## src/rtl/sp_pkg.sv

```systemverilog
package sp_pkg;
  typedef enum logic [1:0] {
    ST_IDLE  = 2'd0,
    ST_STEP1 = 2'd1,
    ST_STEP2 = 2'd2
  } seq_st_t;

  // Empty-stack pointer for a given layout.
  function automatic int empty_ptr(input int base, input bit grow_up, input bit last_full);
    if (!last_full) return base;
    return grow_up ? base - 1 : base + 1;
  endfunction

  // Pointer value once depth words are stored.
  function automatic int full_ptr(input int base, input bit grow_up, input bit last_full,
                                  input int depth);
    return grow_up ? empty_ptr(base, grow_up, last_full) + depth
                   : empty_ptr(base, grow_up, last_full) - depth;
  endfunction
endpackage

```

## src/rtl/sp_ptr.sv

```systemverilog
module sp_ptr #(
  parameter int ADDR_W    = 6,
  parameter int BASE      = 16,
  parameter int DEPTH     = 8,
  parameter bit GROW_UP   = 1'b1,
  parameter bit LAST_FULL = 1'b1
) (
  input  logic              clk,
  input  logic              rst_n,
  input  logic              adv_i,   // step taken by a push
  input  logic              ret_i,   // step taken by a pop
  output logic [ADDR_W-1:0] sp_o,
  output logic              empty_o,
  output logic              full_o
);
  localparam int EMPTY_I = sp_pkg::empty_ptr(BASE, GROW_UP, LAST_FULL);
  localparam int FULL_I  = sp_pkg::full_ptr(BASE, GROW_UP, LAST_FULL, DEPTH);
  localparam logic [ADDR_W-1:0] EMPTY_SP = EMPTY_I[ADDR_W-1:0];
  localparam logic [ADDR_W-1:0] FULL_SP  = FULL_I[ADDR_W-1:0];
  localparam logic [ADDR_W-1:0] ONE      = {{(ADDR_W-1){1'b0}}, 1'b1};

  logic [ADDR_W-1:0] sp_q, sp_d, sp_up, sp_dn;
  logic              sp_en;

  assign sp_up = sp_q + ONE;
  assign sp_dn = sp_q - ONE;
  assign sp_en = adv_i | ret_i;

  generate
    if (GROW_UP) begin : g_up
      always_comb sp_d = adv_i ? sp_up : sp_dn;
    end else begin : g_down
      always_comb sp_d = adv_i ? sp_dn : sp_up;
    end
  endgenerate

  always_ff @(posedge clk or negedge rst_n) begin
    if (!rst_n)     sp_q <= EMPTY_SP;
    else if (sp_en) sp_q <= sp_d;
  end

  assign sp_o    = sp_q;
  assign empty_o = (sp_q == EMPTY_SP);
  assign full_o  = (sp_q == FULL_SP);

  p_one_word_step_r9: assert property (@(posedge clk) disable iff (!rst_n)
    !$stable(sp_q) |-> (sp_q == $past(sp_q) + ONE) || (sp_q == $past(sp_q) - ONE));
  p_no_step_past_full_r6: assert property (@(posedge clk) disable iff (!rst_n)
    adv_i |-> !full_o);
  p_no_step_past_empty_r7: assert property (@(posedge clk) disable iff (!rst_n)
    ret_i |-> !empty_o);
endmodule

```

## src/rtl/sp_seq.sv

```systemverilog
module sp_seq #(
  parameter bit LAST_FULL = 1'b1
) (
  input  logic clk,
  input  logic rst_n,
  input  logic push_req_i,
  input  logic pop_req_i,
  input  logic empty_i,
  input  logic full_i,
  output logic busy_o,
  output logic take_data_o,
  output logic adv_o,
  output logic ret_o,
  output logic mem_we_o,
  output logic mem_re_o,
  output logic pop_valid_o,
  output logic ovf_err_o,
  output logic unf_err_o
);
  import sp_pkg::*;

  seq_st_t st_q, st_d;
  logic    is_pop_q, is_pop_d;
  logic    ovf_q, ovf_d, unf_q, unf_d, pv_q, pv_d;
  logic    ptr_first, ptr_phase, in_seq;

  always_comb begin
    st_d        = st_q;
    is_pop_d    = is_pop_q;
    ovf_d       = 1'b0;
    unf_d       = 1'b0;
    take_data_o = 1'b0;
    unique case (st_q)
      ST_IDLE: begin
        if (push_req_i) begin
          if (full_i) ovf_d = 1'b1;
          else begin
            st_d        = ST_STEP1;
            is_pop_d    = 1'b0;
            take_data_o = 1'b1;
          end
        end else if (pop_req_i) begin
          if (empty_i) unf_d = 1'b1;
          else begin
            st_d     = ST_STEP1;
            is_pop_d = 1'b1;
          end
        end
      end
      ST_STEP1: st_d = ST_STEP2;
      ST_STEP2: st_d = ST_IDLE;
      default:  st_d = ST_IDLE;
    endcase
  end

  // Last-full: push moves the pointer first, pop accesses first.
  // Next-empty: the reverse.
  assign ptr_first = is_pop_q ? !LAST_FULL : LAST_FULL;
  assign in_seq    = (st_q == ST_STEP1) || (st_q == ST_STEP2);
  assign ptr_phase = ((st_q == ST_STEP1) && ptr_first) || ((st_q == ST_STEP2) && !ptr_first);

  assign adv_o    = ptr_phase & !is_pop_q;
  assign ret_o    = ptr_phase &  is_pop_q;
  assign mem_we_o = in_seq & !ptr_phase & !is_pop_q;
  assign mem_re_o = in_seq & !ptr_phase &  is_pop_q;
  assign pv_d     = (st_q == ST_STEP2) & is_pop_q;

  always_ff @(posedge clk or negedge rst_n) begin
    if (!rst_n) begin
      st_q     <= ST_IDLE;
      is_pop_q <= 1'b0;
      ovf_q    <= 1'b0;
      unf_q    <= 1'b0;
      pv_q     <= 1'b0;
    end else begin
      st_q     <= st_d;
      is_pop_q <= is_pop_d;
      ovf_q    <= ovf_d;
      unf_q    <= unf_d;
      pv_q     <= pv_d;
    end
  end

  assign busy_o      = in_seq;
  assign pop_valid_o = pv_q;
  assign ovf_err_o   = ovf_q;
  assign unf_err_o   = unf_q;

  p_busy_two_cycles_r5: assert property (@(posedge clk) disable iff (!rst_n)
    $rose(busy_o) |=> busy_o ##1 !busy_o);
  p_refusal_stays_idle_r6: assert property (@(posedge clk) disable iff (!rst_n)
    (ovf_err_o || unf_err_o) |-> !busy_o);
  p_valid_single_r10: assert property (@(posedge clk) disable iff (!rst_n)
    pop_valid_o |=> !pop_valid_o);
  p_one_refusal_kind_r8: assert property (@(posedge clk) disable iff (!rst_n)
    !(ovf_err_o && unf_err_o));
  p_one_action_per_cycle_r2: assert property (@(posedge clk) disable iff (!rst_n)
    $countones({adv_o, ret_o, mem_we_o, mem_re_o}) <= 1);
endmodule

```

## src/rtl/sp_mem.sv

```systemverilog
module sp_mem #(
  parameter int ADDR_W = 6,
  parameter int DATA_W = 16
) (
  input  logic              clk,
  input  logic              rst_n,
  input  logic              we_i,
  input  logic              re_i,
  input  logic [ADDR_W-1:0] addr_i,
  input  logic [DATA_W-1:0] wdata_i,
  output logic [DATA_W-1:0] rdata_o
);
  localparam int WORDS = 1 << ADDR_W;

  logic [DATA_W-1:0] mem_q [WORDS];
  logic [DATA_W-1:0] rdata_q;

  always_ff @(posedge clk) begin
    if (we_i) mem_q[addr_i] <= wdata_i;
  end

  always_ff @(posedge clk or negedge rst_n) begin
    if (!rst_n)    rdata_q <= '0;
    else if (re_i) rdata_q <= mem_q[addr_i];
  end

  assign rdata_o = rdata_q;

  p_no_rw_same_cycle_r2: assert property (@(posedge clk) disable iff (!rst_n)
    we_i |-> !re_i);
endmodule

```

## src/rtl/stack_ptr_unit.sv

```systemverilog
module stack_ptr_unit #(
  parameter int ADDR_W    = 6,
  parameter int DATA_W    = 16,
  parameter int DEPTH     = 8,
  parameter int BASE      = 16,
  parameter bit GROW_UP   = 1'b1,
  parameter bit LAST_FULL = 1'b1
) (
  input  logic              clk,
  input  logic              rst_n,
  input  logic              push_req,
  input  logic              pop_req,
  input  logic [DATA_W-1:0] push_data,
  output logic              busy,
  output logic [ADDR_W-1:0] sp,
  output logic [DATA_W-1:0] pop_data,
  output logic              pop_valid,
  output logic              ovf_err,
  output logic              unf_err
);
  logic              empty_w, full_w, adv_w, ret_w, we_w, re_w, take_w;
  logic [DATA_W-1:0] data_q;

  always_ff @(posedge clk or negedge rst_n) begin
    if (!rst_n)      data_q <= '0;
    else if (take_w) data_q <= push_data;
  end

  sp_seq #(.LAST_FULL(LAST_FULL)) u_seq (
    .clk(clk), .rst_n(rst_n), .push_req_i(push_req), .pop_req_i(pop_req),
    .empty_i(empty_w), .full_i(full_w), .busy_o(busy), .take_data_o(take_w),
    .adv_o(adv_w), .ret_o(ret_w), .mem_we_o(we_w), .mem_re_o(re_w),
    .pop_valid_o(pop_valid), .ovf_err_o(ovf_err), .unf_err_o(unf_err)
  );

  sp_ptr #(.ADDR_W(ADDR_W), .BASE(BASE), .DEPTH(DEPTH), .GROW_UP(GROW_UP),
           .LAST_FULL(LAST_FULL)) u_ptr (
    .clk(clk), .rst_n(rst_n), .adv_i(adv_w), .ret_i(ret_w),
    .sp_o(sp), .empty_o(empty_w), .full_o(full_w)
  );

  sp_mem #(.ADDR_W(ADDR_W), .DATA_W(DATA_W)) u_mem (
    .clk(clk), .rst_n(rst_n), .we_i(we_w), .re_i(re_w), .addr_i(sp),
    .wdata_i(data_q), .rdata_o(pop_data)
  );

  p_sp_held_on_refusal_r7: assert property (@(posedge clk) disable iff (!rst_n)
    (ovf_err || unf_err) |-> $stable(sp));
endmodule

```

## config.mk

```make
export PLATFORM = sky130hd
export DESIGN_NAME = stack_ptr_unit
export DESIGN_NICKNAME = d
export VERILOG_FILES = /design/src/rtl/sp_pkg.sv /design/src/rtl/sp_ptr.sv /design/src/rtl/sp_seq.sv /design/src/rtl/sp_mem.sv /design/src/rtl/stack_ptr_unit.sv
export SDC_FILE = /design/constraint.sdc
export NUM_CORES = 1
export LEC_CHECK = 0
export BUFFER_PORTS_ARGS = -buffer_cell sky130_fd_sc_hd__buf_2
export CAP_MARGIN = 20
export CELL_PAD_IN_SITES_DETAIL_PLACEMENT = 1
export CELL_PAD_IN_SITES_GLOBAL_PLACEMENT = 1
export CORE_MARGIN = 2
export CORE_UTILIZATION = 51
export CTS_CLUSTER_DIAMETER = 30
export DETAILED_ROUTE_END_ITERATION = 8
export PLACE_DENSITY_LB_ADDON = 0.1
export SYNTH_ARGS = -nofsm -noshare
export SYNTH_HDL_FRONTEND = slang
export SYNTH_SLANG_ARGS = --single-unit
```

## constraint.sdc

```tcl
create_clock -name clk -period 3.5 [get_ports clk]
set_input_delay 0.7 -clock clk [delete_from_list [all_inputs] [get_ports clk]]
set_output_delay 0.7 -clock clk [all_outputs]
set_load 0.03 [all_outputs]
```

==> metrics <==
average cell area after synthesis=18.1 um2; post-DR vias/cell=6.64; WS Path Type=flop to flop; asr flop ratio synth=4.12%; Worst-path clk slew=0.05 ns; Die Ht=289 um; vias in the first global route=26,693; status=finished clean; H-tree levels=4; leading cell type by number of instances after synthesis=edfxtp_1; core box area=80,500 um2; Worst Setup EP=u_mem.rdata_o[3]; Layout Cell Area excl Fill=51,600 um2; Worst Path Required=4.14 ns; Synth top area share=74.0%; port buffer count=45; power per cell area=1030 nW/um2; post-synth top area cell=edfxtp_1; Seq/Total Area, Yosys=76.7%; crit path launch=u_ptr.sp_o[2]; WP data arrival=4.12 ns; Worst VDD drop=615 uV; DRC violations left=0; post-synthesis cell area=41,600 um2; crit end category=flop; Die Area=83,800 um2; flop2flop setup slack=0.02 ns; Final nets=2,673; Initial Util=51.6%; CTS tree=built; placed cell area=44,500 um2; sw power=0.0188 W; part of the power in registers=34.6%; Clk Latency, worst-skew pair=0.79 ns; FF+latch count, synth=1,068; clock buffer depth=3; min Tclk post-route=3.48 ns; CP max stage cell=dfstp_4; syn nets=2,331; crit path cell chain=buf_12 > nor2_2 > buf_4 > a22o_1 > a22oi_1 > o22ai_1 > o32a_1; Tcrit/Tclk final=99.4%; dpl ws=-0.113 ns; DIE WIDTH=289 um; CTS Hold Bufs=0; initial DRC count=3,280; Synth top cells by count=edfxtp_1 (1,024), mux2i_1 (140), nor2_1 (123), mux2_2 (98), a22oi_1 (92); cell-internal power=0.0345 W; drt first pass iters=6; initial antenna violation count=8; startpoint types=flop; Final Skew=0.0322 ns; synth unique cells=66; Hold Vio Cnt, Final=0; root buf cell=clkbuf_16; largest cells by area after synthesis=edfxtp_1 (74%), mux2i_1 (3.4%), mux4_2 (3.3%); Detail Placement HPWL=83,500 um; Max Clk Rate=0.287 GHz; area grow syn2layout=24.2%; pin count of the biggest net entering global routing=58; Sw Ratio=35.2%; Post-Route WL=142,000 um; TritonCTS Sinks=1,068; # IOs=46; GR Util All Layers=34.3%; # rows=104; measured slew at the worst slew-check pin=1.29 ns; antenna cells=0; share of layout cells above drive strength 1=29.5%; Setup WS post-layout=0.0194 ns; Detail Route Antenna Nets=0; Fillers=6,845; gpl congestion=0.932; Worst slew margin=14.0%; reg2reg path depth=7; Critical R2R Launch=u_ptr.sp_o[2]; HP Class=primary input to asynchronous set/reset pin; CTS buffer count=202; global-route wire length before repair=199,000 um; max-slew violations=0; leak pwr=17.8 nW; # setup viols final=0; CP peak stage delay=0.81 ns; clock group share of total power=37.0%; grt total ovfl=0; Via Count=25,778; R2R Path End=u_mem.rdata_o[3]; max capacitance violation total=0; top_reg_cell synth=edfxtp_1; synth warn=0; unrepaired setup endpoints after global routing=no; CP Max Fanout=39; DR WL/cell=36.6 um; combinational power share=28.4%; EDFF count, synth=1,024; Mapped Cells=2,302
## registers in the layout, summed over array words and instances (netlist names)
register	cells
u_ptr.sp_o	6
u_mem.mem_q	1024
u_seq.is_pop_q	1
u_seq.ovf_err_o	1
u_seq.unf_err_o	1
u_seq.st_q	2
u_seq.pop_valid_o	1
data_q	16
u_mem.rdata_o	16
## layer usage
layer	wire length (um)	track usage (%)	part of all wire (%)	vias to the layer above
met3	14900	9.54	10	361
met1	54700	45.9	39	13590
li1	-	-	-	10190
met2	65900	52.8	46	1629
met5	46	0	0.032	-
met4	6500	15.4	4.6	8
## timing repair
item,CTS,global route
endpoints found under the setup margin,3,4
pin swaps,0,0
resized for setup,0,1
setup buffers,0,2
gates cloned,1,0
## layout by cell type, fill, tap and decap left out, types with 8 or more instances in the layout
master / n
o2bb2ai_1: 17
clkinv_2: 33
nand3_1: 12
a21oi_1: 70
clkinv_1: 22
a22o_1: 34
buf_2: 45
o32a_1: 8
dfrtp_2: 16
clkbuf_16: 203
mux2_2: 98
nand2_1: 83
bufinv_16: 29
a221oi_1: 82
clkinv_4: 19
a31oi_1: 17
ha_1: 8
inv_6: 17
dfrtp_1: 24
edfxtp_1: 1024
clkbuf_1: 23
buf_12: 30
mux2i_1: 140
buf_4: 214
o22ai_1: 31
a221o_1: 37
mux4_2: 60
nor2_1: 115
a22oi_1: 92
clkinvlp_4: 21
o21ai_0: 63
## cells by family after synthesis
family,after synthesis,share of synthesized area [%]
compound gates,499,8.83
buf+inv,162,2.07
fa+ha+maj,9,0.289
simple gates,258,2.65
mux,301,9.38
flops,1068,76.7
xor+xnor,5,0.105
## area by class of cell
type | instances | area [um2] | share of cell area, %
timing repair buffer | 289 | 2430 | 4.71
tap | 1060 | 1330 | 2.57
sequential | 1068 | 31900 | 61.8
multi-input combinational | 1073 | 8920 | 17.3
inverter | 10 | 38.8 | 0.0752
clock buffer | 231 | 5240 | 10.1
clock inverter | 149 | 1750 | 3.39
## critical path: cells and delay by family, from the launching register on
family | cells | cell delay, ns
DFF | 1 | 0.81
AOI/OAI and AO/OA | 4 | 1.60
buffers and inverters | 2 | 0.64
and+or+nand+nor | 1 | 0.27
## power groups by stage
stage / sequential [W] / combinational [W] / clock (W)
2_1_floorplan: 0.0181 / 0.00738 / 0
3_3_place_gp: 0.0186 / 0.0139 / 0
3_5_place_dp: 0.0188 / 0.0141 / 0
4_1_cts: 0.0186 / 0.0144 / 0.0198
5_1_grt: 0.0185 / 0.0155 / 0.0204
6_report: 0.0184 / 0.0151 / 0.0197
## worst min-delay path by stage
stage / from / to / slack, ns
floorplan: rst_n / data_q[0] / 0.40
global placement: u_seq.st_q[1] / u_seq.st_q[1] / 0.52
detailed placement: u_seq.st_q[1] / u_seq.st_q[1] / 0.54
CTS: rst_n / u_mem.rdata_o[1] / 0.09
global route: rst_n / data_q[7] / 0.12
finish: rst_n / u_seq.unf_err_o / 0.09
## stage by stage
stage | std cells | util (%) | setup TNS (ns) | hold WS, ns | total power (W)
after global placement | 3496 | 55.3 | -0.0414 | 0.521 | 0.0325
after CTS | 3877 | 64.0 | 0 | 0.0926 | 0.0529
after detailed placement | 3496 | 55.3 | -0.113 | 0.543 | 0.0329
final | 3880 | 64.1 | 0 | 0.0929 | 0.0532
after global routing | 3880 | 64.1 | 0 | 0.119 | 0.0544
after floorplan | 2302 | - | 0 | 0.404 | 0.0254
(Power assumes the default switching activity.)
